===== config.mk =====
export PLATFORM = sky130hd
export DESIGN_NAME = spi_regcmd_engine
export DESIGN_NICKNAME = d
export VERILOG_FILES = /design/src/rtl/ctlcmd_pkg.sv /design/src/rtl/ctlcmd_ctrl.sv /design/src/rtl/ctlcmd_dpath.sv /design/src/rtl/spi_regcmd_engine.sv
export SDC_FILE = /design/constraint.sdc
export NUM_CORES = 1
export LEC_CHECK = 0
export ABC_CLOCK_PERIOD_IN_PS = 4900
export CORE_MARGIN = 2
export CORE_UTILIZATION = 58
export CTS_CLUSTER_SIZE = 40
export DETAILED_ROUTE_END_ITERATION = 16
export PLACE_DENSITY = 0.81
export SETUP_SLACK_MARGIN = 0.15
export SLEW_MARGIN = 20
export SYNTH_ARGS = -nofsm -noshare
export SYNTH_HDL_FRONTEND = slang
export SYNTH_SLANG_ARGS = --single-unit

===== constraint.sdc =====
create_clock -name clk -period 4.9 [get_ports clk]
set_clock_uncertainty 0.2 [all_clocks]
set_input_delay 0.49 -clock clk [delete_from_list [all_inputs] [get_ports clk]]
set_output_delay 0.49 -clock clk [all_outputs]
set_load 0.03 [all_outputs]

===== src/rtl/ctlcmd_pkg.sv =====
package ctlcmd_pkg;
  localparam int ADDR_W   = 20;
  localparam int WORD_W   = 32;
  localparam int LEN_W    = 7;
  localparam int MAX_REGS = 1 << LEN_W;
  localparam int IDX_W    = $clog2(2 * MAX_REGS + 2);

  typedef enum logic [2:0] {ST_IDLE, ST_LOAD, ST_LOW, ST_HIGH, ST_FIN} ctlState_t;

  typedef struct packed {
    logic latch;
    logic load;
    logic sample;
    logic shift;
    logic wordEnd;
  } ctlStrobe_t;

  function automatic logic [WORD_W-1:0] buildHeader(input logic wnr,
                                                    input logic [ADDR_W-1:0] addr,
                                                    input logic [LEN_W-1:0] lenM1);
    logic [WORD_W-1:0] h;
    h = '0;
    h[29]    = wnr;
    h[27:24] = addr[19:16];
    h[23:8]  = addr[15:0];
    h[7:1]   = lenM1;
    h[0]     = ~(^h[31:1]);
    return h;
  endfunction
endpackage


===== src/rtl/ctlcmd_ctrl.sv =====
module ctlcmd_ctrl
  import ctlcmd_pkg::*;
#(
  parameter int CLK_DIV = 2
) (
  input  logic             clk,
  input  logic             rstN,
  input  logic             start,
  input  logic [IDX_W-1:0] lastIdx,
  output ctlStrobe_t       strb,
  output logic [IDX_W-1:0] wordIdx,
  output logic             sclk,
  output logic             csN,
  output logic             busy,
  output logic             done
);
  localparam int DIV_W = $clog2(CLK_DIV + 1);

  ctlState_t  st;
  logic [DIV_W-1:0] divCnt;
  logic [4:0] bitIdx;
  logic divDone;

  assign divDone = (divCnt == DIV_W'(CLK_DIV - 1));
  assign busy    = (st != ST_IDLE);

  always_comb begin
    strb.latch   = (st == ST_IDLE) && start;
    strb.load    = (st == ST_LOAD);
    strb.sample  = (st == ST_LOW) && divDone;
    strb.shift   = (st == ST_HIGH) && divDone && (bitIdx != 5'd31);
    strb.wordEnd = (st == ST_HIGH) && divDone && (bitIdx == 5'd31);
  end

  always_ff @(posedge clk or negedge rstN) begin
    if (!rstN) begin
      st      <= ST_IDLE;
      divCnt  <= '0;
      bitIdx  <= '0;
      wordIdx <= '0;
      sclk    <= 1'b0;
      csN     <= 1'b1;
      done    <= 1'b0;
    end else begin
      done <= 1'b0;
      unique case (st)
        ST_IDLE: begin
          if (strb.latch) begin
            st      <= ST_LOAD;
            wordIdx <= '0;
          end
        end
        ST_LOAD: begin
          csN    <= 1'b0;
          divCnt <= '0;
          bitIdx <= '0;
          st     <= ST_LOW;
        end
        ST_LOW: begin
          if (strb.sample) begin
            sclk   <= 1'b1;
            divCnt <= '0;
            st     <= ST_HIGH;
          end else begin
            divCnt <= divCnt + 1'b1;
          end
        end
        ST_HIGH: begin
          if (divDone) begin
            sclk   <= 1'b0;
            divCnt <= '0;
            if (strb.shift) begin
              bitIdx <= bitIdx + 1'b1;
              st     <= ST_LOW;
            end else if (wordIdx == lastIdx) begin
              csN <= 1'b1;
              st  <= ST_FIN;
            end else begin
              wordIdx <= wordIdx + 1'b1;
              st      <= ST_LOAD;
            end
          end else begin
            divCnt <= divCnt + 1'b1;
          end
        end
        ST_FIN: begin
          done <= 1'b1;
          st   <= ST_IDLE;
        end
        default: st <= ST_IDLE;
      endcase
    end
  end

  // the clock never toggles outside the chip-select window
  a_r3_clock_inside_select: assert property (@(posedge clk) disable iff (!rstN)
    csN |-> !sclk);

  // done comes exactly once, right as busy drops
  a_r9_done_after_busy: assert property (@(posedge clk) disable iff (!rstN)
    done |-> (!busy && $past(busy)));

  a_r9_done_single: assert property (@(posedge clk) disable iff (!rstN)
    done |=> !done);
endmodule


===== src/rtl/ctlcmd_dpath.sv =====
module ctlcmd_dpath
  import ctlcmd_pkg::*;
(
  input  logic              clk,
  input  logic              rstN,
  input  ctlStrobe_t        strb,
  input  logic [IDX_W-1:0]  wordIdx,
  input  logic [ADDR_W-1:0] reqAddr,
  input  logic              reqWrite,
  input  logic [LEN_W-1:0]  reqLenM1,
  input  logic              reqProt,
  input  logic [WORD_W-1:0] wrData,
  input  logic              miso,
  output logic [IDX_W-1:0]  lastIdx,
  output logic              mosi,
  output logic              wdNext,
  output logic              rdValid,
  output logic [LEN_W-1:0]  rdIndex,
  output logic [WORD_W-1:0] rdData,
  output logic              errHdr,
  output logic              errData
);
  logic [ADDR_W-1:0] addrR;
  logic              writeR, protR;
  logic [LEN_W-1:0]  lenR;
  logic [WORD_W-1:0] txSh, rxSh, wdHold, rdHold, hdrWord, txWord;
  logic [IDX_W-1:0]  nRegs, dataWords, txSlot, rxSlot, txRegFull, rxRegFull;
  logic              txData, txComp, rxData, rxComp;

  assign hdrWord   = buildHeader(writeR, addrR, lenR);
  assign nRegs     = IDX_W'(lenR) + IDX_W'(1);
  assign dataWords = protR ? (nRegs << 1) : nRegs;
  assign lastIdx   = dataWords + IDX_W'(1);
  assign mosi      = txSh[WORD_W-1];

  assign txSlot    = wordIdx - IDX_W'(1);
  assign txData    = (wordIdx != '0) && (txSlot < dataWords);
  assign txComp    = protR & txSlot[0];
  assign txRegFull = protR ? (txSlot >> 1) : txSlot;

  assign rxSlot    = wordIdx - IDX_W'(2);
  assign rxData    = (wordIdx >= IDX_W'(2)) && (rxSlot < dataWords);
  assign rxComp    = protR & rxSlot[0];
  assign rxRegFull = protR ? (rxSlot >> 1) : rxSlot;

  always_comb begin
    if (wordIdx == '0)         txWord = hdrWord;
    else if (txData && writeR) txWord = txComp ? ~wdHold : wrData;
    else                       txWord = '0;
  end

  always_ff @(posedge clk or negedge rstN) begin
    if (!rstN) begin
      addrR   <= '0;
      writeR  <= 1'b0;
      protR   <= 1'b0;
      lenR    <= '0;
      txSh    <= '0;
      rxSh    <= '0;
      wdHold  <= '0;
      rdHold  <= '0;
      wdNext  <= 1'b0;
      rdValid <= 1'b0;
      rdIndex <= '0;
      rdData  <= '0;
      errHdr  <= 1'b0;
      errData <= 1'b0;
    end else begin
      wdNext  <= 1'b0;
      rdValid <= 1'b0;
      if (strb.latch) begin
        addrR   <= reqAddr;
        writeR  <= reqWrite;
        protR   <= reqProt;
        lenR    <= reqLenM1;
        errHdr  <= 1'b0;
        errData <= 1'b0;
      end
      if (strb.load) begin
        txSh <= txWord;
        if (txData && writeR && !txComp) begin
          wdHold <= wrData;
          wdNext <= 1'b1;
        end
      end
      if (strb.shift) txSh <= {txSh[WORD_W-2:0], 1'b0};
      if (strb.sample) rxSh <= {rxSh[WORD_W-2:0], miso};
      if (strb.wordEnd) begin
        if ((wordIdx == IDX_W'(1)) && (rxSh != hdrWord)) errHdr <= 1'b1;
        if (rxData) begin
          if (rxComp) begin
            if (rxSh != ~rdHold) errData <= 1'b1;
          end else begin
            rdHold <= rxSh;
            if (!writeR) begin
              rdValid <= 1'b1;
              rdIndex <= rxRegFull[LEN_W-1:0];
              rdData  <= rxSh;
            end
          end
        end
      end
    end
  end

  // the header loaded into the shifter has odd weight
  a_r2_odd_header: assert property (@(posedge clk) disable iff (!rstN)
    (strb.load && wordIdx == '0) |=> ($countones(txSh) % 2 == 1));

  // write words are only requested on writes
  a_r5_fetch_on_write: assert property (@(posedge clk) disable iff (!rstN)
    wdNext |-> writeR);

  // read words are only delivered on reads
  a_r7_deliver_on_read: assert property (@(posedge clk) disable iff (!rstN)
    rdValid |-> !writeR);

  // command fields stay put between acceptances
  a_r9_fields_hold: assert property (@(posedge clk) disable iff (!rstN)
    !strb.latch |=> $stable(addrR) && $stable(lenR) && $stable(writeR));
endmodule


===== src/rtl/spi_regcmd_engine.sv =====
module spi_regcmd_engine
  import ctlcmd_pkg::*;
#(
  parameter int CLK_DIV = 2
) (
  input  logic              clk,
  input  logic              rstN,
  input  logic              start,
  input  logic [ADDR_W-1:0] reqAddr,
  input  logic              reqWrite,
  input  logic [LEN_W-1:0]  reqLenM1,
  input  logic              reqProt,
  input  logic [WORD_W-1:0] wrData,
  output logic              wdNext,
  output logic              busy,
  output logic              done,
  output logic              errHdr,
  output logic              errData,
  output logic              rdValid,
  output logic [LEN_W-1:0]  rdIndex,
  output logic [WORD_W-1:0] rdData,
  output logic              sclk,
  output logic              csN,
  output logic              mosi,
  input  logic              miso
);
  ctlStrobe_t       strb;
  logic [IDX_W-1:0] wordIdx, lastIdx;

  ctlcmd_ctrl #(.CLK_DIV(CLK_DIV)) u_ctrl (
    .clk(clk), .rstN(rstN), .start(start), .lastIdx(lastIdx),
    .strb(strb), .wordIdx(wordIdx), .sclk(sclk), .csN(csN),
    .busy(busy), .done(done)
  );

  ctlcmd_dpath u_dpath (
    .clk(clk), .rstN(rstN), .strb(strb), .wordIdx(wordIdx),
    .reqAddr(reqAddr), .reqWrite(reqWrite), .reqLenM1(reqLenM1),
    .reqProt(reqProt), .wrData(wrData), .miso(miso), .lastIdx(lastIdx),
    .mosi(mosi), .wdNext(wdNext), .rdValid(rdValid), .rdIndex(rdIndex),
    .rdData(rdData), .errHdr(errHdr), .errData(errData)
  );

  // mode 0, data held steady across the high phase
  a_r3_mosi_steady_high: assert property (@(posedge clk) disable iff (!rstN)
    (sclk && $past(sclk)) |-> $stable(mosi));
endmodule


==> impl_metrics.env, run 1 <==
export IMPL_use_met1_pct=35.3
export IMPL_setup_worst_path_start_class="register"
export IMPL_fin_util_pct=70.5
export IMPL_route_vias_total=8496
export IMPL_switching_share_pct=21.0
export IMPL_grt_antenna_before_repair=0
export IMPL_ant_nets=0
export IMPL_power_frac_clock_pct=49.5
export IMPL_fp_dieArea_um2=21300
export IMPL_fmax_ghz=0.235
export IMPL_min_path_cells=3
export IMPL_first_global_vias=8574
export IMPL_p_total_mw=3.90
export IMPL_avgViaCountPerCell=5.82
export IMPL_synth_commonest_cells="dfrtp_1, mux2_2, nand2_1"
export IMPL_start_util_pct=59.6
export IMPL_hold_start="reqAddr[10]"
export IMPL_whs_endpoint="u_dpath.addrR[10]$_DFFE_PN0P_"
export IMPL_layout_drive_gt1_share_pct=17.9
export IMPL_diodes=0
export IMPL_overflow=0
export IMPL_place_gp_congestion=0.874
export IMPL_period_share_pct=87.0
export IMPL_grt_util_met3_pct=3.42
export IMPL_tns_ns=0
export IMPL_cts_setup_buffers=0
export IMPL_ios=113
export IMPL_h_tree_depth=1
export IMPL_reg2reg_to="u_dpath.rdData[12]$_DFFE_PN0P_"
export IMPL_rows=51
export IMPL_grt_pass1_wl_mm=45.1
export IMPL_port_buffers=112
export IMPL_path_clk_slew_ns=0.06
export IMPL_synthCells=1094
export IMPL_rr_startpoint="u_dpath.lenR[0]$_DFFE_PN0P_"
export IMPL_crit_fanout=40
export IMPL_crit_type="reg -> reg"
export IMPL_drc=0
export IMPL_crit_required_ns=5.11
export IMPL_cts_sinks=222
export IMPL_switchingPower_mw=0.821
export IMPL_grt_busiest_layer="met2"
export IMPL_p_comb_share_pct=3.1
export IMPL_yosysMostFrequentCell="dfrtp_1"
export IMPL_wirelength_mm=26.9
export IMPL_hold_viol=0
export IMPL_synth_edf_count=0
export IMPL_syn_avg_cell_area_um2=10.7
export IMPL_cts_buffers=24
export IMPL_arrival_ns=4.47
export IMPL_p_leak_nw=6.43
export IMPL_r2r_cells=12
export IMPL_yosysTopAreaCellShare_pct=47.4
export IMPL_dieHeight_um=146
export IMPL_worst_slack_ns=0.638
export IMPL_cts_tree="yes"
export IMPL_seq_area_frac_synth_pct=47.6
export IMPL_status="complete, no violations"
export IMPL_nets=1273
export IMPL_die_width_um=146
export IMPL_grt_max_degree=134
export IMPL_power_density_nw_per_um2=283
export IMPL_finalSetupViolCount=0
export IMPL_synth_main_ff_cell="dfrtp_1"
export IMPL_fp_coreArea_um2=19600
export IMPL_synth_area_leaders="dfrtp_1, mux2_2, xnor2_1"
export IMPL_cts_buffer_depth=3
export IMPL_dp_cells=1415
export IMPL_p_seq_share_pct=47.4
export IMPL_pre_cts_slack_ns=0.693
export IMPL_maxCapViolations=0
export IMPL_internal_power_mw=3.08
export IMPL_min_period_ns=4.26
export IMPL_ys_warnings_count=0
export IMPL_wl_per_cell_um=18.5
export IMPL_area_delta_synth_final_pct=18.3
export IMPL_cts_root_buf="clkbuf_16"
export IMPL_dp_hpwl_mm=18.4
export IMPL_fin_cells=1459
export IMPL_worst_slew_pin_slew_ns=1.10
export IMPL_synthArstFlopShare_pct=100
export IMPL_synth_nets=1190
export IMPL_rsz0062_at_grt="no"
export IMPL_track_usage_pct=25.7
export IMPL_ys_types=62
export IMPL_first_iter_violations=561
export IMPL_cts_resized=0
export IMPL_syn_area_um2=11700
export IMPL_hold_class="in -> reg"
export IMPL_synth_largest_area_cell="dfrtp_1"
export IMPL_clock_latency_ns=0.53
export IMPL_vdd_drop_max_uv=243
export IMPL_firstDrtPassIters=5
export IMPL_synth_seq_cells=222
export IMPL_drv_slew=0
export IMPL_met2_usage_pct=43.3
export IMPL_r2r_slack_ns=0.64
export IMPL_cts_hold_buf=1
export IMPL_endpoint_kind="register"
export IMPL_slew_headroom_pct=26.8
## area by class of cell
| type | count | area, um^2 |
|---|---|---|
| clock buffers | 35 | 722 |
| clock inverters | 8 | 140 |
| fillers | 1453 | 5780 |
| inverters | 17 | 63.8 |
| multi-input cells | 784 | 5740 |
| flip-flops and latches | 222 | 5560 |
| well taps | 265 | 332 |
| repair buffers | 128 | 1260 |
## worst max-delay path, cell delays in order (launching register included)
cell and delay, ns:
dfrtp_1 0.61, ha_1 0.47, nand3_1 0.20, xnor2_1 0.20
a21oi_1 0.35, ha_1 0.31, a21oi_1 0.16, o21ai_0 0.08
nor3_1 0.26, o21ai_0 0.23, nor3_2 0.17, buf_4 0.47
mux2_2 0.41
## cells in the final DEF, fill, tap and decap left out, drive strengths merged, types with 34 or more instances in the layout
cell type / netlist / final
or3: 34 / 34
mux2: 135 / 135
clkbuf: 40 / 35
nand2: 119 / 119
xor2: 34 / 34
xnor2: 78 / 78
nor2: 47 / 47
dfrtp: 221 / 221
o21ai: 63 / 63
clkdlybuf4s50: 0 / 111
a21oi: 67 / 67
## metal layers
metal	vias up	share of wire, %
li1	4004	-
met1	4221	44
met2	223	50
met3	48	4.3
met4	0	2.3
met5	-	0
## sequential cells by signal (all words and copies together), names as in the netlist, 2 cells and up
register,flops
u_dpath.lenR,7
u_dpath.rdData,32
u_ctrl.wordIdx,9
u_ctrl.divCnt,2
u_ctrl.st,3
u_dpath.rdHold,32
u_dpath.rdIndex,7
u_dpath.addrR,20
u_dpath.wdHold,32
u_ctrl.bitIdx,5
u_dpath.txSh,32
u_dpath.rxSh,32
## power groups by stage
stage | Combinational [mW] | Clock [mW] | Sequential [mW]
after floorplan | 0.0203 | 0 | 1.88
after global placement | 0.120 | 0 | 1.88
after detailed placement | 0.120 | 0 | 1.88
after CTS | 0.122 | 1.96 | 1.85
after global routing | 0.133 | 2.04 | 1.85
final | 0.119 | 1.93 | 1.85
## cells by family after synthesis
kind of cell	count (synthesis)	synth area share (%)
simple gates	297	12.3
fa+ha+maj	31	3.32
xor+xnor	112	8.47
mux	140	13.5
compound gates	204	11.4
flops	222	47.6
buf+inv	88	3.45
## how the worst max path moves through the flow
stage | start | to | slack [ns] | cells after the start
2_1_floorplan | u_ctrl.wordIdx[1]$_DFFE_PN0P_ | u_dpath.wdHold[12]$_DFFE_PN0P_ | 1.23 | 15
3_3_place_gp | u_dpath.lenR[0]$_DFFE_PN0P_ | u_dpath.wdHold[11]$_DFFE_PN0P_ | 0.85 | 11
3_5_place_dp | u_dpath.lenR[0]$_DFFE_PN0P_ | u_dpath.wdHold[13]$_DFFE_PN0P_ | 0.69 | 11
4_1_cts | u_dpath.lenR[0]$_DFFE_PN0P_ | u_dpath.rdData[27]$_DFFE_PN0P_ | 0.65 | 12
5_1_grt | u_dpath.lenR[0]$_DFFE_PN0P_ | u_dpath.rdIndex[4]$_DFFE_PN0P_ | 0.26 | 12
6_report | u_dpath.lenR[0]$_DFFE_PN0P_ | u_dpath.rdData[12]$_DFFE_PN0P_ | 0.64 | 12
## stage by stage
step           instance area [um^2]  hold slack, ns
2_1_floorplan                 11700        -0.00559
3_3_place_gp                  12900           0.270
3_5_place_dp                  12900           0.284
4_1_cts                       13800           0.272
5_1_grt                       13800           0.284
6_report                      13800           0.288
Note: power is estimated with default switching activity, not from simulation.
==> run 2: changes to the inputs <==
--- a/config.mk
+++ b/config.mk
@@ -5,11 +5,10 @@
 export SDC_FILE = /design/constraint.sdc
 export NUM_CORES = 1
 export LEC_CHECK = 0
-export ABC_CLOCK_PERIOD_IN_PS = 4900
-export CORE_MARGIN = 2
 export CORE_UTILIZATION = 58
 export CTS_CLUSTER_SIZE = 40
 export DETAILED_ROUTE_END_ITERATION = 16
+export HOLD_SLACK_MARGIN = 0.15
 export PLACE_DENSITY = 0.81
 export SETUP_SLACK_MARGIN = 0.15
 export SLEW_MARGIN = 20
==> run 2 against run 1 <==
Effect of this change: critical path depth did not move; setup slack got worse by 0.098 ns; critical path type unchanged; clock power fell by 3%; highest routed layer unchanged; maximum frequency fell by 2.3%; sequential power barely moved; via count rose by 0.91%; non-clock buffer count did not move; largest cell class unchanged; sequential cell count did not move; utilization barely moved; sequential share of layout area barely moved.
==> impl_metrics.env, run 2 (synthesis results as in run 1) <==
export IMPL_rows=51
export IMPL_diodes=0
export IMPL_register_area_um2=5560
export IMPL_setup_worst_path_start_class="register"
export IMPL_hold_class="in -> async"
export IMPL_power_density_nw_per_um2=280
export IMPL_cts_setup_buffers=0
export IMPL_wirelength_mm=27.7
export IMPL_vdd_drop_max_uv=234
export IMPL_critPathTopFamily="adder cells"
export IMPL_grt_max_degree=134
export IMPL_slew_headroom_pct=24.4
export IMPL_die_width_um=144
export IMPL_tns_ns=0
export IMPL_use_met1_pct=37.1
export IMPL_fp_coreArea_um2=19600
export IMPL_multi_input_area_um2=5740
export IMPL_route_vias_total=8573
export IMPL_min_period_ns=4.36
export IMPL_placed_area_um2=12900
export IMPL_clock_latency_ns=0.52
export IMPL_ant_nets=0
export IMPL_ios=113
export IMPL_avgViaCountPerCell=5.87
export IMPL_grt_util_met3_pct=3.63
export IMPL_met2_usage_pct=46.3
export IMPL_pre_cts_slack_ns=0.664
export IMPL_worst_slack_ns=0.539
export IMPL_firstDrtPassIters=6
export IMPL_path_clk_slew_ns=0.07
export IMPL_crit_required_ns=5.10
export IMPL_cpPeakStageDelay_ns=0.62
export IMPL_cts_tree="yes"
export IMPL_start_util_pct=59.6
export IMPL_fill_cells=1418
export IMPL_fp_dieArea_um2=20700
export IMPL_overflow=0
export IMPL_grt_antenna_before_repair=0
export IMPL_fin_cells=1460
export IMPL_crit_slowest_cell="dfrtp_1"
export IMPL_cts_sinks=222
export IMPL_h_tree_depth=1
export IMPL_layout_drive_gt1_share_pct=17.8
export IMPL_first_iter_violations=566
export IMPL_cts_buffers=24
export IMPL_first_global_vias=8629
export IMPL_cts_buffer_depth=3
export IMPL_arrival_ns=4.56
export IMPL_endpoint_kind="register"
export IMPL_grt_busiest_layer="met2"
export IMPL_drv_slew=0
export IMPL_dp_cells=1414
export IMPL_port_buffers=112
export IMPL_final_cell_area_um2=13800
export IMPL_dp_hpwl_mm=18.6
export IMPL_final_cell_mix="dfrtp_1, mux2_2, nand2_1, clkdlybuf4s50_1, xnor2_1"
export IMPL_grt_pass1_wl_mm=45.2
export IMPL_maxCapViolations=0
export IMPL_final_common_cell="dfrtp_1"
export IMPL_rsz0062_at_grt="no"
export IMPL_drc=0
export IMPL_cp_cell_sequence="ha_1, nand3_1, xnor2_1, a21oi_1, ha_1, a21oi_1, o21ai_0, nor3_1, o21ai_0, nor3_2, buf_4, mux2_2"
export IMPL_nets=1273
export IMPL_finalSetupViolCount=0
export IMPL_p_total_mw=3.86
export IMPL_status="complete, no violations"
export IMPL_crit_type="reg -> reg"
export IMPL_worst_path_buf_inv=1
export IMPL_p_leak_nw=6.43
export IMPL_place_gp_congestion=0.894
export IMPL_track_usage_pct=28.0
export IMPL_wl_per_cell_um=19.0
export IMPL_crit_fanout=40
export IMPL_area_delta_synth_final_pct=18.3
export IMPL_hold_viol=0
export IMPL_fmax_ghz=0.229
export IMPL_dieHeight_um=144
export IMPL_period_share_pct=89.0
export IMPL_worst_slew_pin_slew_ns=1.13
export IMPL_cts_root_buf="clkbuf_16"
-- run 2: cell types whose count changed in the layout (fill, tap and decap cells not counted) --
| cell | before | now |
|---|---|---|
| buf_16 | 0 | 1 |
| clkinv_16 | 1 | 0 |
| buf_4 | 14 | 13 |
| bufinv_16 | 3 | 2 |
| clkbuf_1 | 3 | 5 |
| clkbuf_16 | 24 | 25 |
-- run 2: worst paths after layout --
path                                               from                              to  slack, ns  cells after the start
max                         u_dpath.lenR[0]$_DFFE_PN0P_  u_dpath.rdData[13]$_DFFE_PN0P_       0.54                     12
min                                                rstN   u_ctrl.wordIdx[1]$_DFFE_PN0P_       0.24                      2
max reg2reg                 u_dpath.lenR[0]$_DFFE_PN0P_  u_dpath.rdData[13]$_DFFE_PN0P_       0.54                     12
min reg2reg                u_ctrl.divCnt[1]$_DFFE_PN0P_    u_ctrl.divCnt[1]$_DFFE_PN0P_       0.30                      1
max in group asynchronous                          rstN   u_dpath.rdHold[0]$_DFFE_PN0P_       3.47                      3
min in group clk           u_ctrl.divCnt[1]$_DFFE_PN0P_    u_ctrl.divCnt[1]$_DFFE_PN0P_       0.30                      1
-- run 2: where the power goes --
group          total (mW)  switching (mW)  internal, mW
Combinational       0.123          0.0596        0.0636
Sequential           1.85          0.0128          1.84
Clock                1.88           0.727          1.16
Total                3.86           0.800          3.06
-- run 2: routing by layer --
metal / part of all wire (%) / routed length, um
met3: 4.2 / 1170
met1: 43 / 11900
met5: 0 / 0
met2: 49 / 13600
met4: 3.5 / 980
-- run 2: metrics by stage --
stage	util (%)	hold WS (ns)
after global placement	66.0	0.271
after global routing	70.5	0.259
after CTS	70.3	0.294
after floorplan	-	-0.00559
after detailed placement	66.0	0.284
final	70.5	0.237
-- run 2: what timing repair did --
item	4_1_cts	5_1_grt
endpoints found under the hold margin	131	0
resized for setup	0	0
endpoints found under the setup margin	0	0
hold buffers	1	0
-- run 2: cell type report --
class	count	area share, %
Clock buffer	38	5.47
Clock inverter	6	0.580
Inverter	17	0.462
Multi-Input combinational cell	784	41.6
Sequential cell	222	40.3
Tap cell	265	2.40
Timing Repair Buffer	128	9.28
